$ cat src/rtl/led_blink_pkg.sv
package led_blink_pkg;

  localparam int NUM_LEDS = 2;
  localparam int PHASE_W  = 3;
  localparam int LED_RED  = 0;
  localparam int LED_BLUE = 1;

  typedef enum logic [1:0] {
    DUTY_FULL    = 2'd0,
    DUTY_HALF    = 2'd1,
    DUTY_QUARTER = 2'd2,
    DUTY_EIGHTH  = 2'd3
  } duty_e;

  typedef struct packed {
    duty_e duty;
    logic  force_off;
    logic  modulate;
    logic  gate_en;
  } led_cfg_t;

endpackage

$ cat src/rtl/blink_prescaler.sv
module blink_prescaler
  import led_blink_pkg::*;
#(
  parameter int CNT_W = 22,
  parameter int MOD_W = 2
) (
  input  logic               clk,
  input  logic               rst,
  input  logic               half_rate,
  output logic [PHASE_W-1:0] phase,
  output logic               mod_on
);

  localparam int TOP_W = CNT_W + 1;

  logic [TOP_W-1:0] count_q;

  always_ff @(posedge clk) begin
    if (rst) count_q <= '0;
    else     count_q <= count_q + 1'b1;
  end

  // Phase window: upper three bits of the normal or slowed period.
  always_comb begin
    if (half_rate) phase = count_q[CNT_W   -: PHASE_W];
    else           phase = count_q[CNT_W-1 -: PHASE_W];
  end

  assign mod_on = (count_q[MOD_W-1:0] == '0);


  count_restart_chk: assert property (@(posedge clk)
    $past(rst) |-> count_q == '0);


  count_step_chk: assert property (@(posedge clk) disable iff (rst)
    $past(!rst) |-> count_q == $past(count_q) + 1'b1);

endmodule

$ cat src/rtl/led_pattern.sv
module led_pattern
  import led_blink_pkg::*;
(
  input  logic               clk,
  input  logic               rst,
  input  led_cfg_t           cfg,
  input  logic [PHASE_W-1:0] phase,
  input  logic               mod_on,
  input  logic               det,
  output logic               led_q
);

  logic duty_lit;
  logic lit;

  always_comb begin
    unique case (cfg.duty)
      DUTY_FULL:    duty_lit = cfg.modulate ? mod_on : 1'b1;
      DUTY_HALF:    duty_lit = (phase < 3'd4);
      DUTY_QUARTER: duty_lit = (phase < 3'd2);
      DUTY_EIGHTH:  duty_lit = (phase == 3'd0);
      default:      duty_lit = 1'b0;
    endcase
  end

  always_comb begin
    lit = duty_lit;
    if (cfg.gate_en && !det) lit = 1'b0;
    if (cfg.force_off)       lit = 1'b0;
  end

  always_ff @(posedge clk) begin
    if (rst) led_q <= 1'b0;
    else     led_q <= lit;
  end


  force_dark_chk: assert property (@(posedge clk) disable iff (rst)
    $past(!rst && cfg.force_off) |-> !led_q);


  gate_dark_chk: assert property (@(posedge clk) disable iff (rst)
    $past(!rst && cfg.gate_en && !det) |-> !led_q);


  steady_full_chk: assert property (@(posedge clk) disable iff (rst)
    $past(!rst && cfg.duty == DUTY_FULL && !cfg.modulate && !cfg.force_off
          && !(cfg.gate_en && !det)) |-> led_q);


  eighth_dark_chk: assert property (@(posedge clk) disable iff (rst)
    $past(!rst && cfg.duty == DUTY_EIGHTH && phase != 3'd0) |-> !led_q);


  mod_sparse_chk: assert property (@(posedge clk) disable iff (rst)
    $past(!rst && cfg.duty == DUTY_FULL && cfg.modulate && !mod_on) |-> !led_q);

endmodule

$ cat src/rtl/led_blink_ctrl.sv
module led_blink_ctrl
  import led_blink_pkg::*;
#(
  parameter int CNT_W = 22,
  parameter int MOD_W = 2
) (
  input  logic       clk,
  input  logic       rst,
  input  logic       half_rate,
  input  logic [1:0] red_duty,
  input  logic       red_off,
  input  logic       red_mod,
  input  logic [1:0] blue_duty,
  input  logic       blue_off,
  input  logic       blue_mod,
  input  logic       blue_follow_det,
  input  logic       det_in,
  output logic       red_led,
  output logic       blue_led
);

  logic [PHASE_W-1:0]  phase;
  logic                mod_on;
  led_cfg_t            cfg   [NUM_LEDS];
  logic [NUM_LEDS-1:0] led_q;

  blink_prescaler #(
    .CNT_W (CNT_W),
    .MOD_W (MOD_W)
  ) u_prescaler (
    .clk       (clk),
    .rst       (rst),
    .half_rate (half_rate),
    .phase     (phase),
    .mod_on    (mod_on)
  );

  always_comb begin
    cfg[LED_RED].duty       = duty_e'(red_duty);
    cfg[LED_RED].force_off  = red_off;
    cfg[LED_RED].modulate   = red_mod;
    cfg[LED_RED].gate_en    = 1'b0;
    cfg[LED_BLUE].duty      = duty_e'(blue_duty);
    cfg[LED_BLUE].force_off = blue_off;
    cfg[LED_BLUE].modulate  = blue_mod;
    cfg[LED_BLUE].gate_en   = blue_follow_det;
  end

  for (genvar i = 0; i < NUM_LEDS; i++) begin : g_led
    led_pattern u_pattern (
      .clk    (clk),
      .rst    (rst),
      .cfg    (cfg[i]),
      .phase  (phase),
      .mod_on (mod_on),
      .det    (det_in),
      .led_q  (led_q[i])
    );
  end

  assign red_led  = led_q[LED_RED];
  assign blue_led = led_q[LED_BLUE];


  reset_dark_chk: assert property (@(posedge clk)
    $past(rst) |-> !red_led && !blue_led);

endmodule

$ cat config.mk
export PLATFORM = sky130hd
export DESIGN_NAME = led_blink_ctrl
export DESIGN_NICKNAME = d
export VERILOG_FILES = /design/src/rtl/led_blink_pkg.sv /design/src/rtl/blink_prescaler.sv /design/src/rtl/led_pattern.sv /design/src/rtl/led_blink_ctrl.sv
export SDC_FILE = /design/constraint.sdc
export NUM_CORES = 1
export LEC_CHECK = 0
export BUFFER_PORTS_ARGS = -buffer_cell sky130_fd_sc_hd__buf_2
export CAP_MARGIN = 15
export CORE_MARGIN = 4
export CORE_UTILIZATION = 60
export CTS_CLUSTER_SIZE = 12
export DETAILED_ROUTE_END_ITERATION = 8
export PLACE_DENSITY = 0.8
export SLEW_MARGIN = 25
export SYNTH_ARGS = -nofsm -noshare
export SYNTH_HDL_FRONTEND = slang
export SYNTH_SLANG_ARGS = --single-unit
$ cat constraint.sdc
create_clock -name clk -period 4.4 [get_ports clk]
set_input_delay 1.1 -clock clk [delete_from_list [all_inputs] [get_ports clk]]
set_output_delay 1.1 -clock clk [all_outputs]
set_load 0.03 [all_outputs]
Word level (Yosys, flattened, before mapping)
Index checks and enable logic that the tools add are counted.
{ "totals": {"regBits": 25, "inputBits": 13} }
{ "op_classes": {"mux": 5, "n_addsub": 1, "n_reduce_logical": 8, "magnitude_cmp": 2, "eq_ne": 6} }
{ "ops": {"columns": ["cell", "count"], "rows": [
  ["$add A23 B1 Y23 const B", 1],
  ["$eq A2 B2 Y1 const B", 4],
  ["$pmux W1 S4", 2],
  ["$logic_not A2 Y1", 3],
  ["$eq A2 B1 Y1 const B", 2],
  ["$logic_not A3 Y1", 1],
  ["$lt A3 B2 Y1 const B", 1],
  ["$lt A3 B3 Y1 const B", 1],
  ["$mux W3", 1],
  ["$reduce_or A3 Y1", 1],
  ["$mux W1", 2],
  ["$reduce_or A2 Y1", 1],
  ["$logic_and A1 B1 Y1", 1],
  ["$logic_not A1 Y1", 1]
]} }

Logic depth before layout (Yosys ltp)
Gate-level depths: netlist of run 1.
{ "depth": {"depth_word": 3, "mapped_depth": 6} }

Modules after synthesis
Synthesis of run 1 repeated with hierarchy kept, for this count alone.
{ "unflattened": {"hier_cells": 141, "area_unflattened_um2": 1207.4} }
{ "modules_own_cells": {"columns": ["module", "instances", "cells_per_inst", "area_each_um2"], "rows": [
  ["blink_prescaler", 1, 124, 1063.5],
  ["led_pattern", 2, 8, 70.1],
  ["led_blink_ctrl", 1, 1, 3.8]
]} }

Least setup slack after synthesis of run 1
OpenSTA, ideal clock, no wires.
{ "synth_path": {"path_kind": "input -> register", "from": "input half_rate", "to": "register g_led[1].u_pattern.led_q", "required_ns": 4.286, "path_buffers": 0, "setup_slack_ns": 2.282, "cell_stages": 4, "t_arrival_ns": 2.004, "cell_sequence": "mux2_1 > a211oi_1 > a41oi_1 > a2111oi_0"} }
{ "synth_between": {"elab_chain_len": 3, "word_cells_on_any_way": 5} }
{ "synth_lines": {"columns": ["element", "line_no", "text"], "rows": [
  ["start: declaration", "led_blink_ctrl.sv:9", "input logic half_rate,"],
  ["$mux W3 *", "blink_prescaler.sv:25", "if (half_rate) phase = count_q[CNT_W -: PHASE_W];"],
  ["$lt A3 B2 Y1 (tied with other cells)", "led_pattern.sv:20", "DUTY_QUARTER: duty_lit = (phase < 3'd2);"],
  ["$pmux W1 S4 *", "led_pattern.sv:17", "unique case (cfg.duty)"],
  ["end signal: assignment", "led_pattern.sv:34", "else led_q <= lit;"],
  ["end: declaration", "led_pattern.sv:10", "output logic led_q"]
]} }
Every way passes the cells marked *; elsewhere a longest branch is shown, timed or not.
A chain may end at the register's enable or synchronous reset.

Worst setup path in the final report of run 1
Ends and elaborated chain as after synthesis.

==> reports/metrics.cfg, run 1 <==
[power]
net_load_switching_power_uw=83.2
power_frac_seq_pct=65.0
cellInternalPower_uw=276
comb_power_share_pct=6.9
vdd_drop_max_mv=0.206
clock_power_share_pct=28.1
pwrdens_mw_per_mm2=264
leakage_nw=0.527
switching_share_pct=23.2

[worst_setup_path]
setup.worst_path.class=input port to flop
critical_path.slowest_cell=a2111oi_0
critical_path_cell_count=5
reg2reg_depth=5
worstSetupStartpointType=input port
worst_path_dominant_cell_family=compound AO/OA/AOI/OAI gates
crit_path_cell_trace=buf_2, mux2_1, a211oi_1, a41oi_1, a2111oi_0
r2r_end=u_prescaler.count_q[20]
req_time_crit_path_ps=4610
ff2ff_setup_slack_ps=2450
setup.worst_path.end_class=flop
regToRegStartpoint=u_prescaler.count_q[0]
critical_path.max_fanout=3
critPathMaxStageDelay_ps=380
critPathBufInv=1
crit_arrival_ps=2260

[logic_synthesis]
synth_seq_cells=25
mapped_cells=137
yosys.area_share.adder_pct=2.02
post_synth_edffs=0
asyncSetResetFlopFracSynth_pct=0
post_synth_num_cell_types=34
main_combinational_cell_family_by_area_after_synthesis=simple AND/OR/NAND/NOR gates
yosysSeqAreaShare_pct=40.3
yosys-top-cells-area=dfxtp_1 (40%), nor2_1 (6.0%), xnor2_1 (4.9%)
synthesis.area_per_instance_um2=9.06
synth.largest_area_cell=dfxtp_1
yosys.area_share.xor_xnor_pct=7.76
yosys.area_share.simple_pct=31.6
yosys_warnings=0
dominantRegCellSynth=dfxtp_1
synth.mux.area_fraction_pct=4.84
synth_nets=152
synth-compound-area-share_pct=10.8
post-synth-top-area-fraction_pct=40.3
netlist_area_mm2=0.00124

[finish]
most-common-layout-cells=dfxtp_1 (25), nor2_1 (20), buf_2 (14), nand3_1 (10)
ant_diodes=0
design_area_mm2=0.00136
finalNetCount=168
areaGrowthSynthToFinish_pct=9.58
utilization_pct=69.3
commonest_non_fill_non_tap_cell_in_the_layout=dfxtp_1
post_route_cells_drive_above_1_share_pct=17.1

[clock_tree]
cts_h_tree_depth=1
numCtsBuffers=3
numClockSinks=25
clk_lat_worst_skew_ps=320
root_buffer_master=clkbuf_4
post_cts.repair.setup_buffers=0
cts_hold_repair.buffers=0
cts_tree=built
post_cts_resized=0
clock_slew_seen_by_the_registers_of_the_worst_setup_and_hold_paths_ps=130
clockBufferDepth=2

[sta]
grt_setup_unrepaired=false
setup_total_negative_slack_ps=0
final-setup-viol-count=0
tightestPinTransition_ps=507
finalMaxSlewViolations=0
final_period_minus_worst_setup_slack_ps=2050
final_min_period_over_clock_period_pct=46.5
worst_slew_margin_rel_pct=66.2
finClkSkew_ps=11.0
hold_viol_final=0
maxClockFrequency_mhz=489

[hold_path]
holdPathStages=1
timing.hold.worst.class=flop to flop
hold_path_startpoint=u_prescaler.count_q[0]
holdPathEnd=u_prescaler.count_q[0]

[global_routing]
number_of_global_route_vias_before_repair=954
antenna_found_initial=0
grt-ovfl-total=0
grt_first_pass_wirelength_um=3890
grt_start_max_net_pins=34
grt_use_total_pct=18.5

[die]
design.portCount=15
die_width_um=53.5
rows=16
die_h_um=53.5
floorplan.die_area_mm2=0.00286
floorplan.initialDensity_pct=63.3
fp.coreArea_mm2=0.00196

[placement]
place.gp.congestion=0.739
dpl_cell_area_mm2=0.00133
hpwlAfterDp_um=1650
total_of_buffers_placed_on_input_and_output_ports=14

[routing]
drt_pre_antenna_iters=4
drt-total-wl_um=2230
detailedRoute.firstIterationViolations=11
ant_nets=0
vias_per_cell=5.55
wl_cell_um=12.5
via_count=994
drcViolationCount=0

[job]
maxCapViolations=0

[run_status]
status=completed

## area by class of cell
type | count | area (um^2)
Clock buffer | 4 | 26.3
Fill cell | 171 | 602
Inverter | 6 | 22.5
Multi-Input combinational cell | 103 | 707
Sequential cell | 25 | 500
Tap cell | 27 | 33.8
Timing Repair Buffer | 14 | 70.1
## Yosys cell counts (3+ instances only)
cell type,n
dfxtp_1,25
nor2_1,20
nand3_1,10
a21oi_1,7
xnor2_1,7
inv_1,6
nor2b_1,5
mux2_1,4
nand2b_1,4
nor3_1,4
xor2_1,4
a31o_1,3
clkbuf_1,3
nand2_1,3
nand4_1,3
nor4_1,3
o21ai_0,3
## state kept, by name, summed over array words and instances, names as in the netlist
name                   flops
u_prescaler.count_q       23
g_led.u_pattern.led_q      2
## through the flow
step,std cells,hold WS (ps),power [mW],setup WS (ps)
finish,179,505,0.359,2350
global route,179,555,0.377,2200
CTS,179,515,0.364,2330
detailed placement,175,483,0.263,1980
global placement,175,472,0.262,2120
floorplan,137,452,0.253,2280
## kinds of logic (layout without fill, tap and decap cells)
family	count (synthesis)	after routing
xor+xnor	11	11
flops	25	25
compound gates	20	20
mux	5	5
fa+ha+maj	2	2
buf+inv	9	24
simple gates	65	65
## worst max path at each step
stage,startpoint,to,slack (ps)
finish,half_rate,g_led[1].u_pattern.led_q,2350
global route,half_rate,g_led[1].u_pattern.led_q,2200
CTS,half_rate,g_led[1].u_pattern.led_q,2330
detailed placement,half_rate,g_led[1].u_pattern.led_q,1980
global placement,half_rate,g_led[1].u_pattern.led_q,2120
floorplan,half_rate,g_led[1].u_pattern.led_q,2280
## power by group through the flow
stage	clock network, mW	registers, mW	logic [mW]
floorplan	0	0.240	0.0134
global placement	0	0.238	0.0238
detailed placement	0	0.238	0.0250
CTS	0.106	0.233	0.0252
global route	0.114	0.234	0.0290
finish	0.101	0.233	0.0249
## routing by layer
layer,global-route usage (%),routed length (um)
met1,20.6,992
met2,32.7,1130
met3,6.20,86
met4,5.96,20
met5,0,0
Note: power is estimated with default switching activity, not from simulation.
==> inputs of run 2 (changes only) <==
--- a/config.mk
+++ b/config.mk
@@ -8,10 +8,10 @@
 export BUFFER_PORTS_ARGS = -buffer_cell sky130_fd_sc_hd__buf_2
 export CAP_MARGIN = 15
 export CORE_MARGIN = 4
-export CORE_UTILIZATION = 60
+export CORE_UTILIZATION = 50
 export CTS_CLUSTER_SIZE = 12
 export DETAILED_ROUTE_END_ITERATION = 8
-export PLACE_DENSITY = 0.8
+export PLACE_DENSITY = 0.71
 export SLEW_MARGIN = 25
 export SYNTH_ARGS = -nofsm -noshare
 export SYNTH_HDL_FRONTEND = slang
==> constraint.sdc (replaced) <==
create_clock -name clk -period 1.7 [get_ports clk]
set_input_delay 0.425 -clock clk [delete_from_list [all_inputs] [get_ports clk]]
set_output_delay 0.425 -clock clk [all_outputs]
set_load 0.03 [all_outputs]
==> run 2 against run 1 <==
Effect of this change:
- cell area increased by 6.7%
- sequential cell count unchanged
- final cell count increased by 5.0%
- non-clock buffer count increased by 8
- combinational power increased to 3.3 times the previous value
- clock skew decreased by 9.7 ps
- count of clock-buffer cells in the layout unchanged
- critical endpoint is now u_prescaler.count_q[19]
- highest routed layer unchanged
==> reports/metrics.cfg, run 2 (synthesized netlist as in run 1, its figures left out) <==
[power]
leakage_nw=0.575
vdd_drop_max_mv=0.435
p_total_uw=942
pwrdens_mw_per_mm2=649

[routing]
wl_cell_um=12.0
drcViolationCount=0
drt-total-wl_um=2250
drt_pre_antenna_iters=4
ant_nets=0
detailedRoute.firstIterationViolations=35
vias_per_cell=5.41
via_count=1017

[sta]
final-setup-viol-count=0
maxClockFrequency_mhz=633
worst_slew_margin_rel_pct=64.7
grt_setup_unrepaired=false
holdWs_ps=261
finClkSkew_ps=1.35
tightestPinTransition_ps=529
hold_viol_final=0
final_min_period_over_clock_period_pct=92.9
setup_total_negative_slack_ps=0
finalMaxSlewViolations=0
final_period_minus_worst_setup_slack_ps=1580

[placement]
hpwlAfterDp_um=1670
place.gp.congestion=0.798
total_of_buffers_placed_on_input_and_output_ports=14
dpl_cell_area_mm2=0.00141

[hold_path]
timing.hold.worst.class=input port to flop
holdPathStages=2
holdPathEnd=g_led[0].u_pattern.led_q
hold_path_startpoint=red_off

[finish]
largest_register_ffs=23
max_flop_register=u_prescaler.count_q
finalNetCount=176
commonest_non_fill_non_tap_cell_in_the_layout=dfxtp_1
top_regs=u_prescaler.count_q (23), g_led.u_pattern.led_q (2)
ant_diodes=0
areaGrowthSynthToFinish_pct=16.9
nFillCells=205
post_route_cells_drive_above_1_share_pct=23.8
most-common-layout-cells=dfxtp_1 (23), nor2_1 (20), buf_2 (14), nand3_1 (10), buf_4 (8)
design_area_mm2=0.00145

[worst_setup_path]
r2r_end=u_prescaler.count_q[19]
regToRegStartpoint=u_prescaler.count_q[3]
req_time_crit_path_ps=1910
critical_path.max_fanout=6
reg2reg_depth=4
ff2ff_setup_slack_ps=120
worstSetupStartpointType=flop
setup.worst_path.end_class=flop
setup.worst_path.class=flop to flop
crit_arrival_ps=1790

[clock_tree]
cts_hold_repair.buffers=0
cts_h_tree_depth=1
post_cts.repair.setup_buffers=0
root_buffer_master=clkbuf_4
numClockSinks=25
clock_slew_seen_by_the_registers_of_the_worst_setup_and_hold_paths_ps=130
clk_lat_worst_skew_ps=310
cts_tree=built
numCtsBuffers=3
clockBufferDepth=2

[global_routing]
global_route.peak_usage_layer=met2
antenna_found_initial=0
grt.met3_usage_pct=2.00
grt_start_max_net_pins=34
grt-ovfl-total=0
number_of_global_route_vias_before_repair=943
grt_first_pass_wirelength_um=3900
global_route.usage.met1_pct=18.8
globalRouteMet2Util_pct=24.4
grt_use_total_pct=14.3

[die]
fp.coreArea_mm2=0.00230
floorplan.initialDensity_pct=54.0
die_width_um=57.8
design.portCount=15
floorplan.die_area_mm2=0.00334
die_h_um=57.8
rows=17

[run_status]
status=completed

[job]
maxCapViolations=0

run 2: stage by stage:
step	utilization, %	cells	setup slack [ps]
global route	63.2	188	14.6
finish	63.2	188	120
CTS	62.5	188	57.3
detailed placement	61.3	184	24.5
global placement	61.3	184	96.5
floorplan	-	137	4.77
run 2: final cells by class:
type / count / area [um^2] / area share, %
inverter: 6 / 22.5 / 1.55
sequential: 25 / 503 / 34.7
timing repair buffer: 22 / 130 / 8.97
clock buffer: 4 / 26.3 / 1.81
tap: 28 / 35.0 / 2.41
multi-input combinational: 103 / 734 / 50.6
run 2: routing by layer:
layer / routed length (um) / part of all wire, %
met1: 1070 / 47
met2: 1120 / 50
met3: 47 / 2.1
met4: 18 / 0.80
met5: 0 / 0
run 2: what timing repair did:
item	CTS	global route
endpoints found under the setup margin	0	4
gates resized for setup	0	2
hold endpoints to repair	0	0
run 2: worst max-delay path, cell delays in order, from the launching register on:
cell	delay, ps
dfxtp_1	500
nand3_2	210
nor4_4	330
nand3_1	120
mux2_1	320
run 2: how the worst max path moves through the flow:
stage	from	end	slack (ps)	cells after the start
finish	u_prescaler.count_q[3]	u_prescaler.count_q[19]	120	4
global route	u_prescaler.count_q[3]	u_prescaler.count_q[20]	10	4
CTS	u_prescaler.count_q[1]	u_prescaler.count_q[20]	60	5
detailed placement	half_rate	g_led[1].u_pattern.led_q	20	5
global placement	half_rate	g_led[1].u_pattern.led_q	100	5
floorplan	u_prescaler.count_q[0]	u_prescaler.count_q[20]	5	5
run 2: power breakdown:
group	internal [mW]	total, mW	leakage (nW)	switching (mW)
clock	0.0915	0.258	0.0150	0.166
combinational	0.0375	0.0818	0.357	0.0442
sequential	0.595	0.603	0.203	0.00720
total	0.724	0.942	0.575	0.218
